[src/rtl/irq_ctrl_pkg.sv]
`timescale 1ns/1ps
package irq_ctrl_pkg;
  localparam int unsigned LINES_DEF = 8;
  localparam int unsigned ADDR_W    = 3;
  localparam int unsigned DATA_W    = 8;
  localparam int unsigned IDX_W     = 4;
  localparam int unsigned WIDE_W    = 64;

  typedef enum logic [ADDR_W-1:0] {
    RA_EN_MASK  = 3'd0,
    RA_PENDING  = 3'd1,
    RA_ACK      = 3'd2,
    RA_SEC_MASK = 3'd3,
    RA_SEC_STAT = 3'd4,
    RA_SEC_ACK  = 3'd5
  } reg_sel_e;

  typedef struct packed {
    logic en_wr;
    logic ack_wr;
    logic sec_wr;
  } wr_stb_t;

  typedef struct packed {
    logic en;
    logic pend;
    logic sec;
  } rd_sel_t;
endpackage

[src/rtl/irq_decode.sv]
`timescale 1ns/1ps
module irq_decode
  import irq_ctrl_pkg::*;
(
  input  logic              reg_wr,
  input  logic [ADDR_W-1:0] reg_addr,
  output wr_stb_t           wstb,
  output rd_sel_t           rsel
);
  function automatic logic hit(input logic [ADDR_W-1:0] a, input reg_sel_e r);
    return a == r;
  endfunction

  always_comb begin
    wstb.en_wr  = reg_wr && hit(reg_addr, RA_EN_MASK);
    wstb.ack_wr = reg_wr && hit(reg_addr, RA_ACK);
    wstb.sec_wr = reg_wr && hit(reg_addr, RA_SEC_MASK);
    rsel.en     = hit(reg_addr, RA_EN_MASK);
    rsel.pend   = hit(reg_addr, RA_PENDING);
    rsel.sec    = hit(reg_addr, RA_SEC_MASK);
  end
endmodule

[src/rtl/irq_pending.sv]
`timescale 1ns/1ps
module irq_pending
  import irq_ctrl_pkg::*;
#(
  parameter int unsigned NLINES = LINES_DEF
) (
  input  logic              clk,
  input  logic              rst_n,
  input  logic [NLINES-1:0] post_vec,
  input  logic [NLINES-1:0] clr_vec,
  input  logic              ack_wr,
  input  logic [IDX_W-1:0]  ack_idx,
  output logic [NLINES-1:0] pend_q,
  output logic [NLINES-1:0] pend_nxt
);
  logic [NLINES-1:0] ack_vec;

  function automatic logic [NLINES-1:0] ack_decode(input logic en, input logic [IDX_W-1:0] idx);
    logic [NLINES-1:0] v;
    v = '0;
    for (int i = 0; i < NLINES; i++)
      if (en && (idx == IDX_W'(i))) v[i] = 1'b1;
    return v;
  endfunction

  function automatic logic bit_next(input logic cur, input logic set, input logic rm);
    return (cur | set) & ~rm;
  endfunction

  assign ack_vec = ack_decode(ack_wr, ack_idx);

  for (genvar g = 0; g < NLINES; g++) begin : g_line
    assign pend_nxt[g] = bit_next(pend_q[g], post_vec[g], clr_vec[g] | ack_vec[g]);
    always_ff @(posedge clk or negedge rst_n) begin
      if (!rst_n) pend_q[g] <= 1'b0;
      else        pend_q[g] <= pend_nxt[g];
    end
  end

  // posted bits not removed in the same cycle are present afterwards
  assert_post_sets_R3: assert property (@(posedge clk) disable iff (!rst_n)
    (|post_vec) |=> ((pend_q & ($past(post_vec) & ~$past(clr_vec) & ~$past(ack_vec)))
                     == ($past(post_vec) & ~$past(clr_vec) & ~$past(ack_vec))));

  // cleared bits are gone after the edge, whatever was posted
  assert_clear_wins_R4: assert property (@(posedge clk) disable iff (!rst_n)
    (|clr_vec) |=> ((pend_q & $past(clr_vec)) == '0));

  // an acknowledged line is not pending after the edge
  assert_ack_clears_R5: assert property (@(posedge clk) disable iff (!rst_n)
    (ack_wr && (ack_idx < IDX_W'(NLINES))) |=> (pend_q[$past(ack_idx)] == 1'b0));

  // an out-of-range index leaves pending untouched when nothing else moves
  assert_ack_range_R5: assert property (@(posedge clk) disable iff (!rst_n)
    (ack_wr && (ack_idx >= IDX_W'(NLINES)) && post_vec == '0 && clr_vec == '0)
      |=> $stable(pend_q));
endmodule

[src/rtl/irq_enable.sv]
`timescale 1ns/1ps
module irq_enable
  import irq_ctrl_pkg::*;
#(
  parameter int unsigned NLINES = LINES_DEF
) (
  input  logic              clk,
  input  logic              rst_n,
  input  logic              en_wr,
  input  logic              sec_wr,
  input  logic [DATA_W-1:0] wdata,
  input  logic [NLINES-1:0] pend_q,
  input  logic [NLINES-1:0] pend_nxt,
  output logic [NLINES-1:0] en_q,
  output logic [DATA_W-1:0] sec_q,
  output logic              irq_q
);
  logic [NLINES-1:0] en_nxt;
  logic              active_nxt;
  logic              raise_evt;
  logic              drop_evt;

  function automatic logic any_live(input logic [NLINES-1:0] p, input logic [NLINES-1:0] e);
    return |(p & e);
  endfunction

  assign en_nxt     = en_wr ? ~wdata[NLINES-1:0] : en_q;
  assign active_nxt = any_live(pend_nxt, en_nxt);
  assign raise_evt  = !irq_q && active_nxt;
  assign drop_evt   = irq_q && !active_nxt;

  always_ff @(posedge clk or negedge rst_n) begin
    if (!rst_n) begin
      en_q  <= '0;
      sec_q <= '0;
      irq_q <= 1'b0;
    end else begin
      en_q <= en_nxt;
      if (sec_wr) sec_q <= wdata;
      if (raise_evt)     irq_q <= 1'b1;
      else if (drop_evt) irq_q <= 1'b0;
    end
  end

  // the flag agrees with the stored pending and enable state
  assert_level_R6: assert property (@(posedge clk) disable iff (!rst_n)
    irq_q == (|(pend_q & en_q)));

  // a raise event is visible on the next cycle
  assert_raise_R6: assert property (@(posedge clk) disable iff (!rst_n)
    raise_evt |=> irq_q);

  // enable holds the complement of the written byte
  assert_mask_store_R2: assert property (@(posedge clk) disable iff (!rst_n)
    en_wr |=> (en_q == ~$past(wdata[NLINES-1:0])));

  // a secondary mask write alone leaves the enable vector unchanged
  assert_sec_isolated_R7: assert property (@(posedge clk) disable iff (!rst_n)
    (sec_wr && !en_wr) |=> $stable(en_q));

  // with pending and enable unchanged the output does not move
  assert_no_side_path_R7: assert property (@(posedge clk) disable iff (!rst_n)
    ($stable(pend_q) && $stable(en_q)) |-> $stable(irq_q));
endmodule

[src/rtl/irq_rdmux.sv]
`timescale 1ns/1ps
module irq_rdmux
  import irq_ctrl_pkg::*;
#(
  parameter int unsigned NLINES = LINES_DEF,
  parameter int unsigned RD_W   = WIDE_W
) (
  input  logic              clk,
  input  logic              rst_n,
  input  rd_sel_t           rsel,
  input  logic              wide,
  input  logic [NLINES-1:0] en_q,
  input  logic [NLINES-1:0] pend_q,
  input  logic [DATA_W-1:0] sec_q,
  output logic [RD_W-1:0]   rdata
);
  localparam int unsigned PAD_B = DATA_W - NLINES;

  function automatic logic [DATA_W-1:0] byte_view(input rd_sel_t s,
                                                  input logic [NLINES-1:0] e,
                                                  input logic [NLINES-1:0] p,
                                                  input logic [DATA_W-1:0] sm);
    logic [DATA_W-1:0] b;
    b = '0;
    if (s.en)   b = {{PAD_B{1'b1}}, ~e};
    if (s.pend) b = DATA_W'(p);
    if (s.sec)  b = sm;
    return b;
  endfunction

  always_comb begin
    if (wide) rdata = rsel.pend ? RD_W'(pend_q) : '0;
    else      rdata = RD_W'(byte_view(rsel, en_q, pend_q, sec_q));
  end

  // a wide read never shows bits above the request lines
  assert_wide_zext_R9: assert property (@(posedge clk) disable iff (!rst_n)
    wide |-> (rdata[RD_W-1:NLINES] == '0));

  // byte reads never show bits above the byte
  assert_byte_zext_R3: assert property (@(posedge clk) disable iff (!rst_n)
    !wide |-> (rdata[RD_W-1:DATA_W] == '0));
endmodule

[src/rtl/irq_ctrl.sv]
`timescale 1ns/1ps
module irq_ctrl
  import irq_ctrl_pkg::*;
#(
  parameter int unsigned NLINES = LINES_DEF,
  parameter int unsigned RD_W   = WIDE_W
) (
  input  logic              clk,
  input  logic              rst_n,
  input  logic              reg_wr,
  input  logic [ADDR_W-1:0] reg_addr,
  input  logic [DATA_W-1:0] reg_wdata,
  input  logic              reg_wide,
  output logic [RD_W-1:0]   reg_rdata,
  input  logic [NLINES-1:0] post_vec,
  input  logic [NLINES-1:0] clr_vec,
  output logic              irq
);
  wr_stb_t           wstb;
  rd_sel_t           rsel;
  logic [NLINES-1:0] pend_q;
  logic [NLINES-1:0] pend_nxt;
  logic [NLINES-1:0] en_q;
  logic [DATA_W-1:0] sec_q;

  irq_decode u_dec (
    .reg_wr   (reg_wr),
    .reg_addr (reg_addr),
    .wstb     (wstb),
    .rsel     (rsel)
  );

  irq_pending #(.NLINES(NLINES)) u_pend (
    .clk      (clk),
    .rst_n    (rst_n),
    .post_vec (post_vec),
    .clr_vec  (clr_vec),
    .ack_wr   (wstb.ack_wr),
    .ack_idx  (reg_wdata[IDX_W-1:0]),
    .pend_q   (pend_q),
    .pend_nxt (pend_nxt)
  );

  irq_enable #(.NLINES(NLINES)) u_en (
    .clk      (clk),
    .rst_n    (rst_n),
    .en_wr    (wstb.en_wr),
    .sec_wr   (wstb.sec_wr),
    .wdata    (reg_wdata),
    .pend_q   (pend_q),
    .pend_nxt (pend_nxt),
    .en_q     (en_q),
    .sec_q    (sec_q),
    .irq_q    (irq)
  );

  irq_rdmux #(.NLINES(NLINES), .RD_W(RD_W)) u_rd (
    .clk    (clk),
    .rst_n  (rst_n),
    .rsel   (rsel),
    .wide   (reg_wide),
    .en_q   (en_q),
    .pend_q (pend_q),
    .sec_q  (sec_q),
    .rdata  (reg_rdata)
  );

  // nothing is signalled in the first cycle out of reset
  assert_reset_quiet_R1: assert property (@(posedge clk) disable iff (!rst_n)
    $rose(rst_n) |-> !irq);

  // writes to the read-only and unused addresses move no state
  assert_dead_writes_R8: assert property (@(posedge clk) disable iff (!rst_n)
    (reg_wr && !wstb.en_wr && !wstb.ack_wr && !wstb.sec_wr && post_vec == '0 && clr_vec == '0)
      |=> ($stable(pend_q) && $stable(en_q) && $stable(sec_q)));
endmodule

[config.mk]
export PLATFORM = sky130hd
export DESIGN_NAME = irq_ctrl
export DESIGN_NICKNAME = d
export VERILOG_FILES = /design/src/rtl/irq_ctrl_pkg.sv /design/src/rtl/irq_decode.sv /design/src/rtl/irq_pending.sv /design/src/rtl/irq_enable.sv /design/src/rtl/irq_rdmux.sv /design/src/rtl/irq_ctrl.sv
export SDC_FILE = /design/constraint.sdc
export NUM_CORES = 1
export LEC_CHECK = 0
export CORE_UTILIZATION = 41
export DETAILED_ROUTE_END_ITERATION = 10
export GPL_ROUTABILITY_DRIVEN = 0
export PLACE_DENSITY = 0.86
export SLEW_MARGIN = 20
export SYNTH_ARGS = -nofsm -noshare
export SYNTH_HDL_FRONTEND = slang
export SYNTH_SLANG_ARGS = --single-unit
[constraint.sdc]
create_clock -name clk -period 3.8 [get_ports clk]
set_clock_uncertainty 0.2 [all_clocks]
set_input_delay 0.57 -clock clk [delete_from_list [all_inputs] [get_ports clk]]
set_output_delay 0.57 -clock clk [all_outputs]
set_load 0.01 [all_outputs]
# After elaboration in Yosys (flattened, before gate mapping)
# Index checks and enable logic that the tools add are counted.
# classes
n_reduce_logical	19
addsub	0
mux	16
bitwise	35
shift	0
multipliers	0
n_lt_le_gt_ge	0
div_mod_pow	0
eq_ne	10
# ops
operator	n
two-way mux 64 bit	1
two-way mux 8 bit	5
equality test 4 x 3 -> 1 bit, second input constant	4
NOT 8 bit	2
OR 1 bit	16
logical AND 1 bit	13
two-way mux 1 bit	10
bitwise AND 1 bit	8
bitwise AND 8 bit	1
equality test 4 x 2 -> 1 bit, second input constant	2
NOT 1 bit	8
OR reduction 8 bit	1
equality test 3 x 2 -> 1 bit, second input constant	2
equality test 4 x 1 -> 1 bit, second input constant	1
logical NOT 4 bit	1
equality test 3 x 1 -> 1 bit, second input constant	1
logical NOT 3 bit	1
logical NOT 1 bit	2
nonzero test 2 bit	1
# totals
n_memories	0
romBits	0
word_cells	91
ramBits	0
reg_bits	25
latchBits	0
inputBits	31
out_inout_bits	65

# Depth between registers and ports, before layout
# Gate-level depths: netlist (run 1).
# logic_depth
ltp_word	13
mapped_depth	7
ltp_nobuf	6

# Modules after synthesis
# From an unflattened synthesis (run 1), not the netlist that was laid out.
# unflattened
cells_unflattened	180
hier_area_um2	1815.5
# by_module_without_submodules
module	seq_area_each_um2	cells_each	area_each_um2	instances
irq_enable	425.4	52	735.7	1
irq_rdmux	0.0	93	686.9	1
irq_pending	200.2	29	332.8	1
irq_decode	0.0	6	60.1	1

# Worst setup path before layout (run 1)
# OpenSTA, ideal clock, no wires.
# synth_path
path_kind	input to register
from	input reg_addr[0]
to	register u_en.irq_q
cell_stages	7
setup_ps	125
n_path_buf	1
required_ps	3475
arrival_ps	2241
path_slack_ps	1234
cell_sequence	or4b_1 -> buf_6 -> mux2i_1 -> a22oi_1 -> nand4_1 -> ha_1 -> mux2_2
# synth_via
word_cells_on_any_way	52
classes_between	1 x eq/ne; 10 x mux; 25 x bitwise; 16 x reduce/logical
# synth_rtl
element	line	rtl
start, declared	irq_ctrl.sv:11	input logic [ADDR_W-1:0] reg_addr,
logical NOT 3 bit (*)	irq_decode.sv:11	return a == r;
logical AND 1 bit (*)	irq_decode.sv:15	wstb.en_wr = reg_wr && hit(reg_addr, RA_EN_MASK);
two-way mux 8 bit (*)	irq_enable.sv:27	assign en_nxt = en_wr ? ~wdata[NLINES-1:0] : en_q;
named net u_en.en_nxt[7]	irq_enable.sv:18	logic [NLINES-1:0] en_nxt;
bitwise AND 8 bit (*)	irq_enable.sv:24	return |(p & e);
OR reduction 8 bit (*)	irq_enable.sv:24	
logical NOT 1 bit	irq_enable.sv:30	assign drop_evt = irq_q && !active_nxt;
logical AND 1 bit	irq_enable.sv:30	
nonzero test 2 bit (no line)	--	
end signal, assigned	irq_enable.sv:36	irq_q <= 1'b0;
end signal, assigned	irq_enable.sv:40	if (raise_evt) irq_q <= 1'b1;
end signal, assigned	irq_enable.sv:41	else if (drop_evt) irq_q <= 1'b0;
end, declared	irq_enable.sv:16	output logic irq_q
# Mark *: on every way through the listed nets, which the timed path passes. The rest lies on a longest branch.
# A chain may end at the register's enable or synchronous reset.

# Worst setup path after layout (run 1)
# layout_path
from	input reg_addr[0]
to	output reg_rdata[6]
# layout_via
elab_chain_cells	5
word_cells_on_any_way	8
classes_between	2 x eq/ne; 5 x mux; 1 x reduce/logical
# layout_lines
element	line	rtl
logical NOT 3 bit	irq_decode.sv:11	
two-way mux 8 bit	irq_rdmux.sv:25	if (s.en) b = {{PAD_B{1'b1}}, ~e};
two-way mux 8 bit	irq_rdmux.sv:26	if (s.pend) b = DATA_W'(p);
two-way mux 8 bit	irq_rdmux.sv:27	if (s.sec) b = sm;
two-way mux 64 bit (*)	irq_rdmux.sv:32	if (wide) rdata = rsel.pend ? RD_W'(pend_q) : '0;
end, declared	irq_ctrl.sv:14	output logic [RD_W-1:0] reg_rdata,
# Mark *: on every way between the ends. The rest lies on a longest branch, timed or not.

==> results of run 1 <==
==> cells in the mapped netlist (2+ instances only) <==
| master | n | area (sq um) |
|---|---|---|
| nor3b_1 | 2 | 15.01 |
| nor3_1 | 2 | 10.01 |
| mux2i_1 | 8 | 80.08 |
| a31oi_1 | 6 | 37.54 |
| nor2b_1 | 2 | 12.51 |
| mux2_2 | 9 | 101.4 |
| dfrtp_1 | 25 | 625.6 |
| a22oi_1 | 12 | 90.09 |
| inv_1 | 9 | 33.78 |
| o21bai_1 | 6 | 45.04 |
| o21ai_0 | 8 | 40.04 |
| a311oi_1 | 2 | 17.52 |
| clkbuf_1 | 2 | 7.510 |
| nor2_1 | 4 | 15.01 |
| buf_4 | 56 | 420.4 |
==> worst paths after layout <==
| path | to | cells past startpoint | startpoint | slack, ns |
|---|---|---|---|---|
| min in group clk | u_en.sec_q[0]$_DFFE_PN0P_ | 1 | u_en.sec_q[0]$_DFFE_PN0P_ | 0.32 |
| setup reg to reg | u_en.irq_q$_DFFE_PN0P_ | 6 | u_pend.pend_q[5]$_DFF_PN0_ | 1.88 |
| hold reg to reg | u_en.sec_q[0]$_DFFE_PN0P_ | 1 | u_en.sec_q[0]$_DFFE_PN0P_ | 0.32 |
| max in group asynchronous | u_pend.pend_q[7]$_DFF_PN0_ | 1 | rst_n | 2.96 |
| setup / recovery | reg_rdata[6] | 4 | reg_addr[0] | 0.42 |
| hold / removal | u_pend.pend_q[5]$_DFF_PN0_ | 1 | rst_n | 0.08 |
==> worst reg2reg max path, delay by kind of cell (launching register included) <==
family / cells / cell delay [ns]
AO/OA/AOI/OAI: 3 / 0.47
adder cells (fa/ha/maj): 1 / 0.30
flip-flops: 1 / 0.39
multiplexers: 1 / 0.32
AND/OR/NAND/NOR: 1 / 0.13
==> power by group through the flow <==
stage | clock (mW) | combinational (mW) | sequential (mW)
floorplan | 0 | 0.152 | 0.341
global placement | 0 | 0.186 | 0.345
detailed placement | 0 | 0.194 | 0.346
CTS | 0.155 | 0.194 | 0.341
global route | 0.165 | 0.216 | 0.348
finish | 0.151 | 0.193 | 0.342
==> cells by family after synthesis <==
family | synth area share (%)
mux | 11.12
compound gates | 14.11
buf+inv | 28.99
other cells | 0.2298
fa+ha+maj | 0.7667
simple gates | 6.442
flops | 38.34
==> through the flow <==
stage	cells	total power, mW	hold slack [ns]	worst slack [ns]	instance area [sq um]
3_3_place_gp	249	0.5315	0.2866	0.4219	1872
4_1_cts	253	0.6905	0.3179	0.3839	1917
2_1_floorplan	218	0.4930	0.07441	1.234	1838
6_report	253	0.6864	0.08144	0.4166	1912
5_1_grt	253	0.7294	0.1253	0.3099	1912
3_5_place_dp	249	0.5397	0.2993	0.3552	1872
==> layer usage <==
metal / up-vias / wire length (um) / track usage (%)
met1: 567 / 1274 / 21.42
li1: 541 / - / -
met2: 74 / 1698 / 29.43
met4: 0 / 10 / 1.630
met3: 2 / 234 / 2.993
met5: - / 0 / 0
==> flip-flops by register name (all words and copies together), names as in the netlist <==
name           cells
u_en.en_q          8
u_en.sec_q         8
u_pend.pend_q      8
u_en.irq_q         1
==> area by class of cell <==
cell class | instances | share of cell area (%)
Sequential cell | 25 | 32.72
Inverter | 9 | 1.767
Timing Repair Buffer | 42 | 21.34
Tap cell | 48 | 3.141
Multi-Input combinational cell | 125 | 38.68
Clock buffer | 4 | 2.356
==> reports/qor.csv, run 1 <==
stage;metric;value;unit
outcome;outcome;finished clean;
pwr;Max VDD drop;0.2755;mV
finish;commonest cells after routing, fill and taps aside;conb_1 (56), clkdlybuf4s50_1 (38), dfrtp_1 (25);
detailed_routing;total number of vias;1184;
cts;hold buffers post-CTS;0;
pwr;Pint;486.7;uW
timing;Peak Freq;295.6;MHz
pwr;Leak;0.9347;nW
floorplan;row cnt;22;
global_routing;first-pass GRT wire length;5382;um
synthesis;ys async rst share;100.0;%
detailed_routing;DRC;0;
global_routing;Tot GR Track Use;16.51;%
global_routing;GRT overflow;0;
worst_setup_path;Critical Path Fanout Max;8;
cts;Resized cells post-CTS;0;
finish;area of the multi-input gates;739.5;sq um
finish;commonest non-fill, non-tap cell in the layout;conb_1;
finish;filler instances;359;
timing;Pins Over Slew Limit;0;
cts;CTS tree;built;
timing;Period minus WS final;3.383;ns
pwr;clock power share;22.0;%
pwr;part of the power in combinational logic;28.2;%
finish;layout cells sized above 1;7.805;%
synthesis;Avg Cell Area, Syn;10.01;sq um
placement;HPWL Detailed;2490;um
worst_hold_path;Min-Delay Path Class;input port to asynchronous set/reset pin;
cts;Clock Tree Root;clkbuf_8;
cts;CTS Buf Count;3;
synthesis;EDFF count, synth;0;
worst_setup_path;Worst path most repeated cell;clkdlybuf4s50_1;
worst_setup_path;crit path cell chain;clkdlybuf4s50_1 > or4_1 > o21ai_0 > clkdlybuf4s50_1;
worst_setup_path;crit path DAT;2.61;ns
pwr;Switching Power;199.7;uW
global_routing;initial antenna violation count;0;
worst_setup_path;crit path launch type;input port;
detailed_routing;DR WL/cell;12.72;um
worst_setup_path;CP Buf/Inv Count;2;
detailed_routing;1st-iter DRT viols;26;
floorplan;starting density of the core;43.58;%
floorplan;core box area;3744;sq um
worst_setup_path;crit end category;output pin;
synthesis;synthesized instance count;163;
synthesis;sequential element share of the synthesized area;38.34;%
timing;final setup fails;0;
cts;Clock Latency Late Sink;0.26;ns
pwr;Sw Ratio;29.09;%
floorplan;Die Ht;65.08;um
global_routing;pin count of the biggest net entering global routing;26;
detailed_routing;antenna viol nets, final;0;
cts;setup bufs post-CTS;0;
cts;buffer depth of the longest clock path;2;
global_routing;number of global-route vias before repair;1147;
cts;clk slew on worst S/H paths;0.08;ns
worst_setup_path;CP peak stage delay;0.72;ns
detailed_routing;drt total wl;3217;um
pwr;sequential share of power;49.8;%
timing;setup TNS;0;ns
cts;htree depth;1;
flow_run;max-cap viol count;0;
cts;Sink Count;25;
pwr;power per cell area;359.0;nW/um^2
worst_setup_path;delay-heaviest family, CP;buffers and inverters;
finish;final core occ;51.07;%
floorplan;die area;4235;sq um
synthesis;Synth Register Bits;25;
finish;register area;625.6;sq um
synthesis;Post-Syn Area;1632;sq um
timing;unrepaired setup endpoints after global routing;false;
synthesis;Synth Flop Type;dfrtp_1;
floorplan;I/O pin count;96;
timing;slew margin rel.;64.09;%
timing;Hold Fails Final Rpt;0;
floorplan;chip width;65.08;um
synthesis;synth warn;0;
worst_setup_path;data required time of the worst path;3.03;ns
detailed_routing;drt via density;4.680;
timing;fin crit share;89.04;%
worst_setup_path;kind of critical path;input port to output pin;
finish;nets;238;
synthesis;Yosys cell types;25;
finish;Ant. Diodes;0;
detailed_routing;DR pass1 iterations;4;
placement;port bufs;39;
timing;Worst Tran Pin Value;0.5386;ns
finish;Syn-to-layout area delta;17.18;%
worst_setup_path;crit path max-delay cell type;or4_1;
Power figures use the tool's default switching activity.
==> run 2, diff against run 1 <==
--- a/config.mk
+++ b/config.mk
@@ -5,6 +5,8 @@
 export SDC_FILE = /design/constraint.sdc
 export NUM_CORES = 1
 export LEC_CHECK = 0
+export CAP_MARGIN = 20
+export CORE_MARGIN = 5
 export CORE_UTILIZATION = 41
 export DETAILED_ROUTE_END_ITERATION = 10
 export GPL_ROUTABILITY_DRIVEN = 0
==> run 2 against run 1 <==
Compared with the run above:
- setup slack worse by 0.065 ns
- global-route usage shrank 3.3 points
- register-to-register slack better by 0.03 ns
- cell count rose by 0.79%
- utilization is 2.5 points lower
- sequential cell count is the same
- maximum frequency down 1.9%
- non-clock buffer count is the same
- clock power grew 4%
==> reports/qor.csv, run 2 (synthesis gave the netlist of run 1 again) <==
stage;metric;value;unit;change
outcome;outcome;finished clean;;
cts;hold buffers post-CTS;0;;unchanged
cts;htree depth;1;;unchanged
placement;port bufs;39;;unchanged
floorplan;starting density of the core;41.38;%;-2.2 points
timing;unrepaired setup endpoints after global routing;false;;
timing;Hold WS;0.07964;ns;-0.001798 ns
cts;CTS tree;built;;
timing;setup TNS;0;ns;unchanged
finish;commonest cells after routing, fill and taps aside;conb_1 (56), clkdlybuf4s50_1 (38), dfrtp_1 (25);;
timing;Period minus WS final;3.449;ns;+0.06536 ns
finish;nets;238;;unchanged
worst_setup_path;kind of critical path;input port to output pin;;
floorplan;Die Ht;73.08;um;+12%
detailed_routing;DR WL/cell;14.45;um;+14%
detailed_routing;antenna viol nets, final;0;;unchanged
timing;final setup fails;0;;unchanged
floorplan;core box area;3943;sq um;+5.3%
timing;Hold Fails Final Rpt;0;;unchanged
cts;setup bufs post-CTS;0;;unchanged
worst_setup_path;Critical Path Fanout Max;8;;unchanged
cts;CTS Buf Count;3;;unchanged
finish;Syn-to-layout area delta;17.33;%;
flow_run;max-cap viol count;0;;unchanged
worst_setup_path;crit path launch type;input port;;
global_routing;initial antenna violation count;0;;unchanged
finish;top flop regs;u_en.en_q x8, u_en.sec_q x8, u_pend.pend_q x8;;
global_routing;first-pass GRT wire length;5278;um;-1.9%
timing;slew margin rel.;62.72;%;-1.4 points
cts;clk slew on worst S/H paths;0.08;ns;about the same
detailed_routing;DRC;0;;unchanged
cts;Sink Count;25;;unchanged
pwr;power per cell area;363.7;nW/um^2;+1.3%
detailed_routing;DR pass1 iterations;4;;unchanged
cts;Resized cells post-CTS;0;;unchanged
cts;buffer depth of the longest clock path;2;;unchanged
detailed_routing;total number of vias;1197;;+1.1%
cts;Clock Latency Late Sink;0.27;ns;about the same
floorplan;I/O pin count;96;;unchanged
floorplan;die area;5341;sq um;+26%
timing;Peak Freq;290.0;MHz;-1.9%
detailed_routing;drt total wl;3686;um;+15%
worst_setup_path;data required time of the worst path;3.03;ns;about the same
global_routing;number of global-route vias before repair;1086;;-5.3%
finish;commonest non-fill, non-tap cell in the layout;conb_1;;
pwr;Leak;0.9347;nW;unchanged
worst_hold_path;Min-Delay Path Class;input port to asynchronous set/reset pin;;
finish;filler instances;364;;+1.4%
timing;Pins Over Slew Limit;0;;unchanged
detailed_routing;drt via density;4.694;;+0.31%
placement;HPWL Detailed;2909;um;+17%
timing;Worst Tran Pin Value;0.5592;ns;+0.02061 ns
detailed_routing;1st-iter DRT viols;55;;+110%
pwr;Max VDD drop;0.2312;mV;-16%
worst_setup_path;crit path DAT;2.68;ns;+0.07 ns
timing;fin crit share;90.76;%;+1.7 points
worst_setup_path;crit end category;output pin;;
finish;Ant. Diodes;0;;unchanged
global_routing;GRT overflow;0;;unchanged
floorplan;row cnt;23;;+4.5%
finish;layout cells sized above 1;7.805;%;unchanged
global_routing;Tot GR Track Use;13.20;%;-3.3 points
global_routing;pin count of the biggest net entering global routing;26;;unchanged
cts;Clock Tree Root;clkbuf_8;;
floorplan;chip width;73.08;um;+12%
==> run 2: cell type report <==
cell class | count | area (sq um) | share of cell area [%]
inverters | 9 | 33.78 | 1.765
well taps | 50 | 62.56 | 3.268
multi-input cells | 125 | 739.5 | 38.63
clock buffers | 4 | 45.04 | 2.353
repair buffers | 42 | 407.9 | 21.31
flip-flops and latches | 25 | 625.6 | 32.68
==> run 2: worst paths after layout <==
kind | cells after the start | slack [ns] | endpoint | startpoint
max in group asynchronous | 1 | 2.95 | u_en.sec_q[4]$_DFFE_PN0P_ | rst_n
setup / recovery | 4 | 0.35 | reg_rdata[0] | reg_addr[0]
hold reg to reg | 1 | 0.31 | u_en.sec_q[4]$_DFFE_PN0P_ | u_en.sec_q[4]$_DFFE_PN0P_
hold / removal | 1 | 0.08 | u_en.en_q[1]$_DFF_PN0_ | rst_n
setup reg to reg | 6 | 1.91 | u_en.irq_q$_DFFE_PN0P_ | u_pend.pend_q[7]$_DFF_PN0_
min in group clk | 1 | 0.31 | u_en.sec_q[4]$_DFFE_PN0P_ | u_en.sec_q[4]$_DFFE_PN0P_
==> run 2: metal layers <==
metal / part of all wire (%) / up-vias / global-route usage [%]
met3: 11 / 7 / 3.306
met2: 50 / 79 / 21.05
met1: 36 / 568 / 16.90
met5: 0 / - / 0
li1: - / 543 / -
met4: 2.0 / 0 / 5.533
==> run 2: report_power, final <==
| group | leakage (nW) | internal, mW | switching [mW] |
|---|---|---|---|
| registers | 0.298 | 0.315 | 0.0263 |
| logic | 0.614 | 0.0971 | 0.101 |
| clock network | 0.0228 | 0.0751 | 0.0822 |
==> run 2: worst max-delay path, stage by stage <==
cell and delay [ns]:
clkdlybuf4s50_1 0.48, or4_1 0.73, o21ai_0 0.31, clkdlybuf4s50_1 0.59
==> run 2: per-stage QoR <==
stage	worst slack, ns	instances	utilization (%)	instance area [sq um]	power [mW]
2_1_floorplan	1.234	218	-	1838	0.4930
3_3_place_gp	0.4222	251	47.54	1874	0.5344
3_5_place_dp	0.4129	251	47.54	1874	0.5419
4_1_cts	0.3999	255	48.68	1919	0.6979
5_1_grt	0.2943	255	48.56	1914	0.7327
6_report	0.3513	255	48.56	1914	0.6963
